File: config.mk
export PLATFORM = sky130hd
export DESIGN_NAME = turf_guard
export DESIGN_NICKNAME = d
export VERILOG_FILES = /design/src/rtl/turf_guard_pkg.sv /design/src/rtl/turf_guard_ctrl.sv /design/src/rtl/turf_guard_dp.sv /design/src/rtl/turf_guard.sv
export SDC_FILE = /design/constraint.sdc
export NUM_CORES = 2
export LEC_CHECK = 0
export BUFFER_PORTS_ARGS = -buffer_cell sky130_fd_sc_hd__buf_2
export CAP_MARGIN = 10
export CORE_ASPECT_RATIO = 1.75
export CORE_MARGIN = 2
export CORE_UTILIZATION = 39
export CTS_CLUSTER_SIZE = 20
export DETAILED_ROUTE_END_ITERATION = 8
export GPL_ROUTABILITY_DRIVEN = 0
export PLACE_DENSITY = 0.67
export SETUP_SLACK_MARGIN = 0.15
export SYNTH_ARGS = -nofsm -noshare
export SYNTH_HDL_FRONTEND = slang
export SYNTH_SLANG_ARGS = --single-unit
File: constraint.sdc
create_clock -name clk -period 2.9 [get_ports clk]
set_clock_uncertainty 0.1 [all_clocks]
set_input_delay 0.58 -clock clk [delete_from_list [all_inputs] [get_ports clk]]
set_output_delay 0.58 -clock clk [all_outputs]
set_load 0.05 [all_outputs]
File: src/rtl/turf_guard_pkg.sv
package turf_guard_pkg;
  localparam int ADDR_W   = 32;
  localparam int TURF_W   = 8;
  localparam int THREAD_W = 8;
  localparam int SIZE_W   = 4;
  localparam int PERM_W   = 3;

  // rights bit positions, shared by requests and entries
  localparam int PERM_RD = 0;
  localparam int PERM_WR = 1;
  localparam int PERM_EX = 2;

  typedef struct packed {
    logic                valid;
    logic [ADDR_W-1:0]   lo;
    logic [ADDR_W-1:0]   hi;
    logic [PERM_W-1:0]   perm;
    logic                turfEn;
    logic [TURF_W-1:0]   turf;
    logic                threadEn;
    logic [THREAD_W-1:0] thread;
  } region_t;

  // strobes from control to datapath
  typedef struct packed {
    logic tblWr;
    logic lookup;
    logic idle;
  } strobe_t;
endpackage

File: src/rtl/turf_guard_ctrl.sv
module turf_guard_ctrl
  import turf_guard_pkg::*;
(
  input  logic                clk,
  input  logic                rstN,
  input  logic                cfgWr,
  input  logic                portalWr,
  input  logic [TURF_W-1:0]   portalTurf,
  input  logic                threadWr,
  input  logic [THREAD_W-1:0] threadId,
  input  logic                reqValid,
  output strobe_t             strobe,
  output logic [TURF_W-1:0]   curTurf,
  output logic [THREAD_W-1:0] curThread,
  output logic                rspValid
);

  always_comb begin
    strobe.tblWr  = cfgWr;
    strobe.lookup = reqValid;
    strobe.idle   = !reqValid;
  end

  // context registers: a switch is seen by lookups from the next cycle
  always_ff @(posedge clk or negedge rstN) begin
    if (!rstN) begin
      curTurf   <= '0;
      curThread <= '0;
    end else begin
      if (portalWr) curTurf   <= portalTurf;
      if (threadWr) curThread <= threadId;
    end
  end

  always_ff @(posedge clk or negedge rstN) begin
    if (!rstN) rspValid <= 1'b0;
    else       rspValid <= reqValid;
  end

  AST_TURF_NEXT: assert property (@(posedge clk) disable iff (!rstN)
    $past(portalWr) |-> curTurf == $past(portalTurf));
  AST_THREAD_NEXT: assert property (@(posedge clk) disable iff (!rstN)
    $past(threadWr) |-> curThread == $past(threadId));
  AST_TURF_HOLD: assert property (@(posedge clk) disable iff (!rstN)
    !$past(portalWr) |-> $stable(curTurf));

endmodule

File: src/rtl/turf_guard_dp.sv
module turf_guard_dp
  import turf_guard_pkg::*;
#(
  parameter int NUM_REGIONS = 8,
  localparam int IDX_W = (NUM_REGIONS > 1) ? $clog2(NUM_REGIONS) : 1
) (
  input  logic                clk,
  input  logic                rstN,
  input  strobe_t             strobe,
  input  logic [IDX_W-1:0]    cfgIdx,
  input  region_t             cfgEntry,
  input  logic [TURF_W-1:0]   curTurf,
  input  logic [THREAD_W-1:0] curThread,
  input  logic [ADDR_W-1:0]   reqAddr,
  input  logic [SIZE_W-1:0]   reqSize,
  input  logic [PERM_W-1:0]   reqPerm,
  output logic                rspGrant,
  output logic                rspFault,
  output logic [IDX_W-1:0]    rspIdx,
  output logic [ADDR_W-1:0]   faultAddr
);

  region_t             tbl [NUM_REGIONS];
  logic [NUM_REGIONS-1:0] hitVec;
  logic                hitAny;
  logic [IDX_W-1:0]    hitIdx;
  logic [SIZE_W-1:0]   effSize;
  logic [ADDR_W:0]     accEnd;

  // region table
  generate
    for (genvar g = 0; g < NUM_REGIONS; g++) begin : g_entry
      always_ff @(posedge clk or negedge rstN) begin
        if (!rstN) tbl[g] <= '0;
        else if (strobe.tblWr && (cfgIdx == IDX_W'(g))) tbl[g] <= cfgEntry;
      end
    end
  endgenerate

  // last byte, one bit wider so a wrapping access never fits
  always_comb begin
    effSize = (reqSize == '0) ? SIZE_W'(1) : reqSize;
    accEnd  = {1'b0, reqAddr} + (ADDR_W+1)'(effSize) - (ADDR_W+1)'(1);
  end

  // parallel compare against every entry
  generate
    for (genvar g = 0; g < NUM_REGIONS; g++) begin : g_match
      logic inRange;
      logic permOk;
      logic turfHit;
      logic threadHit;
      logic tagOk;
      assign inRange   = (tbl[g].lo <= reqAddr) && (accEnd <= {1'b0, tbl[g].hi});
      assign permOk    = (reqPerm & ~tbl[g].perm) == '0;
      assign turfHit   = tbl[g].turf == curTurf;
      assign threadHit = tbl[g].thread == curThread;
      always_comb begin
        unique case ({tbl[g].turfEn, tbl[g].threadEn})
          2'b11:   tagOk = turfHit && threadHit;
          2'b10:   tagOk = turfHit;
          2'b01:   tagOk = threadHit;
          default: tagOk = 1'b0;
        endcase
      end
      assign hitVec[g] = tbl[g].valid && inRange && permOk && tagOk;
    end
  endgenerate

  // lowest index wins
  always_comb begin
    hitAny = 1'b0;
    hitIdx = '0;
    for (int i = NUM_REGIONS - 1; i >= 0; i--) begin
      if (hitVec[i]) begin
        hitAny = 1'b1;
        hitIdx = IDX_W'(i);
      end
    end
  end

  always_ff @(posedge clk or negedge rstN) begin
    if (!rstN) begin
      rspGrant  <= 1'b0;
      rspFault  <= 1'b0;
      rspIdx    <= '0;
      faultAddr <= '0;
    end else if (strobe.lookup) begin
      rspGrant  <= hitAny;
      rspFault  <= !hitAny;
      rspIdx    <= hitAny ? hitIdx : '0;
      faultAddr <= hitAny ? '0 : reqAddr;
    end else if (strobe.idle) begin
      rspGrant  <= 1'b0;
      rspFault  <= 1'b0;
      rspIdx    <= '0;
      faultAddr <= '0;
    end
  end

  // checker state: has any entry ever been written since reset
  logic everWritten;
  always_ff @(posedge clk or negedge rstN) begin
    if (!rstN)             everWritten <= 1'b0;
    else if (strobe.tblWr) everWritten <= 1'b1;
  end

  AST_EMPTY_NO_GRANT: assert property (@(posedge clk) disable iff (!rstN)
    rspGrant |-> everWritten);
  AST_IDX_BOUND: assert property (@(posedge clk) disable iff (!rstN)
    rspGrant |-> (int'(rspIdx) < NUM_REGIONS));
  AST_FAULT_ADDR: assert property (@(posedge clk) disable iff (!rstN)
    rspFault |-> faultAddr == $past(reqAddr));
  AST_WRAP_NEVER: assert property (@(posedge clk) disable iff (!rstN)
    (strobe.lookup && accEnd[ADDR_W]) |=> rspFault);

endmodule

File: src/rtl/turf_guard.sv
module turf_guard
  import turf_guard_pkg::*;
#(
  parameter int NUM_REGIONS = 8,
  localparam int IDX_W = (NUM_REGIONS > 1) ? $clog2(NUM_REGIONS) : 1
) (
  input  logic                clk,
  input  logic                rstN,
  input  logic                cfgWr,
  input  logic [IDX_W-1:0]    cfgIdx,
  input  logic                cfgValid,
  input  logic [ADDR_W-1:0]   cfgLo,
  input  logic [ADDR_W-1:0]   cfgHi,
  input  logic [PERM_W-1:0]   cfgPerm,
  input  logic                cfgTurfEn,
  input  logic [TURF_W-1:0]   cfgTurf,
  input  logic                cfgThreadEn,
  input  logic [THREAD_W-1:0] cfgThread,
  input  logic                portalWr,
  input  logic [TURF_W-1:0]   portalTurf,
  input  logic                threadWr,
  input  logic [THREAD_W-1:0] threadId,
  input  logic                reqValid,
  input  logic [ADDR_W-1:0]   reqAddr,
  input  logic [SIZE_W-1:0]   reqSize,
  input  logic [PERM_W-1:0]   reqPerm,
  output logic                rspValid,
  output logic                rspGrant,
  output logic                rspFault,
  output logic [IDX_W-1:0]    rspIdx,
  output logic [ADDR_W-1:0]   faultAddr
);

  strobe_t             strobe;
  region_t             cfgEntry;
  logic [TURF_W-1:0]   curTurf;
  logic [THREAD_W-1:0] curThread;

  always_comb begin
    cfgEntry.valid    = cfgValid;
    cfgEntry.lo       = cfgLo;
    cfgEntry.hi       = cfgHi;
    cfgEntry.perm     = cfgPerm;
    cfgEntry.turfEn   = cfgTurfEn;
    cfgEntry.turf     = cfgTurf;
    cfgEntry.threadEn = cfgThreadEn;
    cfgEntry.thread   = cfgThread;
  end

  turf_guard_ctrl i_ctrl (
    .clk        (clk),
    .rstN       (rstN),
    .cfgWr      (cfgWr),
    .portalWr   (portalWr),
    .portalTurf (portalTurf),
    .threadWr   (threadWr),
    .threadId   (threadId),
    .reqValid   (reqValid),
    .strobe     (strobe),
    .curTurf    (curTurf),
    .curThread  (curThread),
    .rspValid   (rspValid)
  );

  turf_guard_dp #(.NUM_REGIONS(NUM_REGIONS)) i_dp (
    .clk       (clk),
    .rstN      (rstN),
    .strobe    (strobe),
    .cfgIdx    (cfgIdx),
    .cfgEntry  (cfgEntry),
    .curTurf   (curTurf),
    .curThread (curThread),
    .reqAddr   (reqAddr),
    .reqSize   (reqSize),
    .reqPerm   (reqPerm),
    .rspGrant  (rspGrant),
    .rspFault  (rspFault),
    .rspIdx    (rspIdx),
    .faultAddr (faultAddr)
  );

  AST_RSP_ONE_OUTCOME: assert property (@(posedge clk) disable iff (!rstN)
    rspValid |-> $onehot({rspGrant, rspFault}));
  AST_IDLE_QUIET: assert property (@(posedge clk) disable iff (!rstN)
    !rspValid |-> (!rspGrant && !rspFault && rspIdx == '0));

endmodule

# --- Word level (Yosys, flattened, before mapping) ---
# Cells that the tools add are included.
# Widths: inputs -> output; s select.
totals:
  regBits: 742
  out_inout_bits: 38
  inputBits: 150
classes:
  n_reduce_logical: 59
  addsub: 2
  bitwise_logic: 16
  n_mux: 31
  magnitude_cmp: 16
  n_eq_ne: 47
ops:
  columns: ["cell", "count"]
  rows:
  - ["$le 33x32->1", 8]
  - ["$le 32x32->1", 8]
  - ["$eq 8x8->1", 16]
  - ["$mux 32", 2]
  - ["$logic_and 1x1->1", 48]
  - ["$add 32x4->33", 1]
  - ["$sub 33x1->33 const B", 1]
  - ["$eq 2x2->1 const B", 16]
  - ["$mux 3", 10]
  - ["$logic_not 3->1", 9]
  - ["$and 3x3->3", 8]
  - ["$not 3->3", 8]
  - ["$pmux 1 s3", 8]
  - ["$eq 2x1->1 const B", 8]
  - ["$eq 3x3->1 const B", 4]
  - ["$mux 1", 10]
  - ["$eq 3x2->1 const B", 2]
  - ["$logic_not 4->1", 1]
  - ["$mux 4", 1]
  - ["$eq 3x1->1 const B", 1]
  - ["$logic_not 1->1", 1]

# --- Longest topological paths before layout ---
logic_depth:
  word_depth: 19
  depth_mapped: 27
  mapped_depth_nobuf: 27

# --- Cells and area by module ---
# Synthesis repeated with hierarchy kept, for this count alone.
hier_totals:
  hier_cells: 3810
  hier_area_um2: 42714.7
by_module_without_submodules:
  columns: ["module", "seq_area_each_um2", "area_each_um2", "cells_per_inst", "n_inst"]
  rows:
  - ["turf_guard_dp", 18142.4, 42007.8, 3772, 1]
  - ["turf_guard_ctrl", 425.4, 706.9, 38, 1]

# --- Least setup slack after synthesis ---
# Ideal clock, no wire load.
synth_path:
  kind: "in2reg"
  start: "input port reqAddr[2]"
  end: "register i_dp.faultAddr[10]"
  path_buffers: 1
  arrival_ns: 5.564
  slack_ns: -2.883
  required_ns: 2.680
  stages: 25
  cell_sequence: "inv_1 > ha_1 > inv_1 > ha_1 > a211o_1 > a21oi_1 > a211oi_1 > nor3b_2 > nor2b_1 > a41o_1 > o21ai_0 > nand2_1 > xnor2_1 > ha_1 > a211o_1 > o211ai_2 > a21oi_1 > a2111oi_2 > a211oi_1 > a21o_1 > or4_1 > o21ai_2 > o41ai_2 > buf_6 > and3_1"
synth_between:
  elab_chain_len: 17
  elab_cells_between_ends: 60
synth_lines:
  columns: ["element", "line_no", "rtl"]
  rows:
  - ["from (decl)", "turf_guard.sv:24", "input logic [ADDR_W-1:0] reqAddr,"]
  - ["$add 32x4->33", "turf_guard_dp.sv:43", "accEnd = {1'b0, reqAddr} + (ADDR_W+1)'(effSize) - (ADDR_W+1)'(1);"]
  - ["$sub 33x1->33", "turf_guard_dp.sv:43", null]
  - ["$le 33x32->1", "turf_guard_dp.sv:54", "assign inRange = (tbl[g].lo <= reqAddr) && (accEnd <= {1'b0, tbl[g].hi});"]
  - ["$logic_and 1x1->1", "turf_guard_dp.sv:54", null]
  - ["$logic_and 1x1->1 (3 in series)", "turf_guard_dp.sv:66", "assign hitVec[g] = tbl[g].valid && inRange && permOk && tagOk;"]
  - ["$mux 1 (7 in series)", "turf_guard_dp.sv:75", "if (hitVec[i]) begin"]
  - ["$mux 1 *", "turf_guard_dp.sv:75", null]
  - ["$mux 32 *", "turf_guard_dp.sv:92", "faultAddr <= hitAny ? '0 : reqAddr;"]
  - ["$mux 32 *", "turf_guard_dp.sv:88", "end else if (strobe.lookup) begin"]
  - ["to (signal assigned)", "turf_guard_dp.sv:92", null]
  - ["to (decl)", "turf_guard_dp.sv:20", "output logic [ADDR_W-1:0] faultAddr"]
# Every way passes the cells marked *; elsewhere a longest branch is shown, timed or not.
# A chain may end at the register's enable or synchronous reset.

# --- Final worst setup path ---
layout_path:
  start: "input port reqSize[3]"
  end: "register i_dp.faultAddr[3]"
layout_between:
  elab_chain_len: 19
  elab_cells_between_ends: 54
layout_lines:
  columns: ["element", "line_no", "rtl"]
  rows:
  - ["from (decl)", "turf_guard.sv:25", "input logic [SIZE_W-1:0] reqSize,"]
  - ["$logic_not 4->1", "turf_guard_dp.sv:42", "effSize = (reqSize == '0) ? SIZE_W'(1) : reqSize;"]
  - ["$mux 4 *", "turf_guard_dp.sv:42", null]
  - ["$add 32x4->33 *", "turf_guard_dp.sv:43", null]
  - ["$sub 33x1->33 *", "turf_guard_dp.sv:43", null]
  - ["$le 33x32->1", "turf_guard_dp.sv:54", null]
  - ["$logic_and 1x1->1", "turf_guard_dp.sv:54", null]
  - ["$logic_and 1x1->1 (3 in series)", "turf_guard_dp.sv:66", null]
  - ["$mux 1 (7 in series)", "turf_guard_dp.sv:75", null]
  - ["$mux 1 *", "turf_guard_dp.sv:75", null]
  - ["$mux 32 *", "turf_guard_dp.sv:92", null]
  - ["$mux 32 *", "turf_guard_dp.sv:88", null]
# Marks and branches as above.

==> impl_metrics.json <==
{
  "insertion_delay_ns": 0.68,
  "p_sw_share_pct": 33.5,
  "numClockSinks": 742,
  "maxSlewHeadroom_pct": 37.9,
  "antenna_found_initial": 24,
  "routed_wirelength_mm": 137,
  "fin_area_mm2": 0.0531,
  "drtIter0Drc": 1956,
  "critPathSlowestCell": "fa_2",
  "power_frac_comb_pct": 36.0,
  "fmax_mhz": 184,
  "worstPathArrival_ns": 5.90,
  "period_share_pct": 188,
  "crit_top_cell": "buf_6",
  "grt_max_degree": 101,
  "area_growth_pct": 24.4,
  "grt_pass1_wl_mm": 208,
  "status": "complete, but fails checks",
  "fin_util_pct": 48.9,
  "tightest_slew_ns": 0.924,
  "ys.flop_type": "dfrtp_1",
  "p_seq_share_pct": 36.3,
  "viasPerCell": 5.48,
  "netlist.area_leader.share_pct": 43.5,
  "yosysWarnings": 0,
  "synth_nets": 4552,
  "use_met2_pct": 42.1,
  "die_w_um": 254,
  "antenna_left": 0,
  "dr.pass1.iters": 5,
  "synth_area_leaders": "dfrtp_1, ha_1, mux2_2",
  "core_area_mm2": 0.109,
  "final_nets": 5240,
  "end_kind": "register",
  "syn_inst": 3854,
  "ys_ff_latch": 742,
  "clock-root-buffer": "clkbuf_16",
  "cts_tree": "yes",
  "fill_cells": 9673,
  "maxSlewViolCount": 0,
  "port_buffers": 187,
  "crit_type": "in2reg",
  "critPathRequiredTime_ns": 3.36,
  "p_sw_mw": 12.6,
  "overflow": 0,
  "ys_seq_area_share_pct": 43.5,
  "rsz0062_at_grt": "yes",
  "maxCapViolations": 0,
  "setup_viol": 37,
  "synth-edff-count": 0,
  "syn_area_per_cell_um2": 11.1,
  "p_int_mw": 25.1,
  "crit_fanout": 8,
  "initial_core_util_pct": 39.3,
  "grt-busiest-layer": "met2",
  "clk_pin_slew_ns": 0.07,
  "crit_path_max_incr_delay_ns": 0.38,
  "htree_levels": 3,
  "period_minus_slack_ns": 5.44,
  "final-seq-area_mm2": 0.0186,
  "dp_hpwl_mm": 104,
  "leakage_nw": 25.1,
  "pin_count": 188,
  "yosys.area.top_type": "dfrtp_1",
  "pwr-share-clk_pct": 27.7,
  "track_usage_pct": 24.6,
  "drc": 0,
  "multiInputGateArea_mm2": 0.0233,
  "cts_buffers": 72,
  "async_reset_ff_share_pct": 100,
  "die_h_um": 442,
  "violations": "negative setup slack",
  "use_met3_pct": 4.24,
  "hp-class": "in2reg",
  "wl_per_cell_um": 22.6,
  "layout-drive-gt1-share_pct": 34.2,
  "num_rows": 160,
  "clockBufferDepth": 3,
  "place_area_mm2": 0.0495,
  "fp.dieArea_mm2": 0.112,
  "syn_area_mm2": 0.0427,
  "power.density_mw_per_mm2": 709,
  "grt_pass1_vias": 34900,
  "vias": 33200,
  "ys_types": 83,
  "grt_use_met1_pct": 27.4,
  "finalHoldViolCount": 0,
  "start_kind": "input port",
  "finalWorstSetupSlack_ns": -2.54,
  "ir_drop_uv": 500
}
==> power groups by stage <==
| stage | logic [mW] | registers (mW) | clock network [mW] |
|---|---|---|---|
| after floorplan | 7.40 | 13.6 | 0 |
| after global placement | 12.2 | 13.8 | 0 |
| after detailed placement | 12.7 | 13.9 | 0 |
| after CTS | 13.2 | 13.7 | 10.6 |
| after global routing | 14.8 | 13.9 | 11.0 |
| final | 13.6 | 13.7 | 10.4 |
==> area by class of cell <==
| cell class | instances | share of cell area, % |
|---|---|---|
| inverter | 335 | 2.39 |
| tap | 1458 | 3.43 |
| multi-input combinational | 2660 | 43.9 |
| sequential | 742 | 34.9 |
| clock buffer | 97 | 3.93 |
| timing repair buffer | 731 | 10.5 |
| antenna | 7 | 0.0330 |
| clock inverter | 32 | 0.932 |
==> path summary, 6_finish.rpt <==
check / depth (start not counted) / slack (ns) / endpoint / start
max reg2reg: 13 / -0.75 / i_dp.faultAddr[3] / i_dp.tbl[60]
min reg2reg: 1 / 0.40 / i_dp.tbl[105] / i_dp.tbl[105]
min in group asynchronous: 2 / 0.37 / i_ctrl.curThread[2] / rstN
max in group asynchronous: 3 / 1.39 / i_dp.tbl[341] / rstN
min: 2 / 0.05 / i_ctrl.curTurf[6] / portalTurf[6]
max: 30 / -2.54 / i_dp.faultAddr[3] / reqSize[3]
==> per-layer routing <==
metal / share of wire [%] / wire (µm) / vias up
met4: 8.3 / 11400 / 28
met3: 4.9 / 6700 / 432
met2: 49 / 67300 / 907
li1: - / - / 15300
met1: 38 / 51700 / 16600
met5: 0.14 / 190 / -
==> per-stage QoR <==
| step | hold WS [ns] | setup TNS [ns] | power, mW | setup WS [ns] | instances |
|---|---|---|---|---|---|
| floorplan | 0.184 | -91.59 | 21.0 | -2.53 | 3854 |
| global placement | 0.381 | -139.34 | 26.0 | -3.81 | 5894 |
| detailed placement | 0.387 | -141.15 | 26.6 | -3.87 | 5894 |
| CTS | 0.00343 | -86.13 | 37.5 | -2.40 | 6047 |
| global route | 0.0383 | -97.21 | 39.8 | -2.68 | 6056 |
| finish | 0.0468 | -92.06 | 37.7 | -2.54 | 6062 |
==> worst max-delay path, delay by kind of cell <==
kind,cells,cell delay (ns)
AOI/OAI and AO/OA,14,3.06
adders and majority gates,4,0.88
buffers and inverters,9,1.02
and+or+nand+nor,3,0.35
==> state kept, by name, indices dropped and copies added (netlist names) <==
register          flops
i_ctrl.rspValid       1
i_ctrl.curThread      8
i_ctrl.curTurf        8
i_dp.faultAddr       32
i_dp.tbl            688
i_dp.rspFault         1
i_dp.rspGrant         1
i_dp.rspIdx           3
==> cell usage after synthesis (14+ instances only) <==
master	count
dfrtp_1	742
mux2_2	574
ha_1	547
inv_1	335
o21ai_0	251
nand2_1	242
a21oi_1	188
nand4_1	112
xnor2_1	109
clkbuf_1	88
nor2_1	80
nand3_1	57
a21o_1	54
xor2_1	46
and3_1	45
nor3_1	41
a211oi_1	36
nor4_1	27
o211ai_1	18
o21a_1	18
buf_2	16
nor2b_1	14
==> cells in the final DEF (no fill, tap or decap), types with 35 or more instances in the layout <==
cell	instances
nand2_1	234
a21o_1	54
a21oi_1	175
ha_1	534
buf_2	183
and3_1	35
clkbuf_16	74
nand3_1	57
inv_1	327
buf_4	494
mux2_2	574
dfrtp_1	742
xnor2_1	95
xor2_1	44
nand4_1	112
o21ai_0	239
nor2_1	77
==> kinds of logic after synthesis <==
family / Yosys count / share of synthesized area [%]
AO/OA/AOI/OAI: 689 / 9.84
XOR/XNOR: 155 / 3.18
adder cells (fa/ha/maj): 548 / 16.1
buffers and inverters: 452 / 4.07
flip-flops: 742 / 43.5
multiplexers: 574 / 15.1
AND/OR/NAND/NOR: 694 / 8.23
==> repair_timing <==
item                       in CTS  in global routing
setup endpoints to repair      37                 37
pin swaps                      39                 42
hold buffers                    1                  0
hold endpoints to repair       30                  0
setup buffers                  21                  8
cloned                          2                  0
gates resized for setup        94                 47
Note: power is estimated with default switching activity, not from simulation.
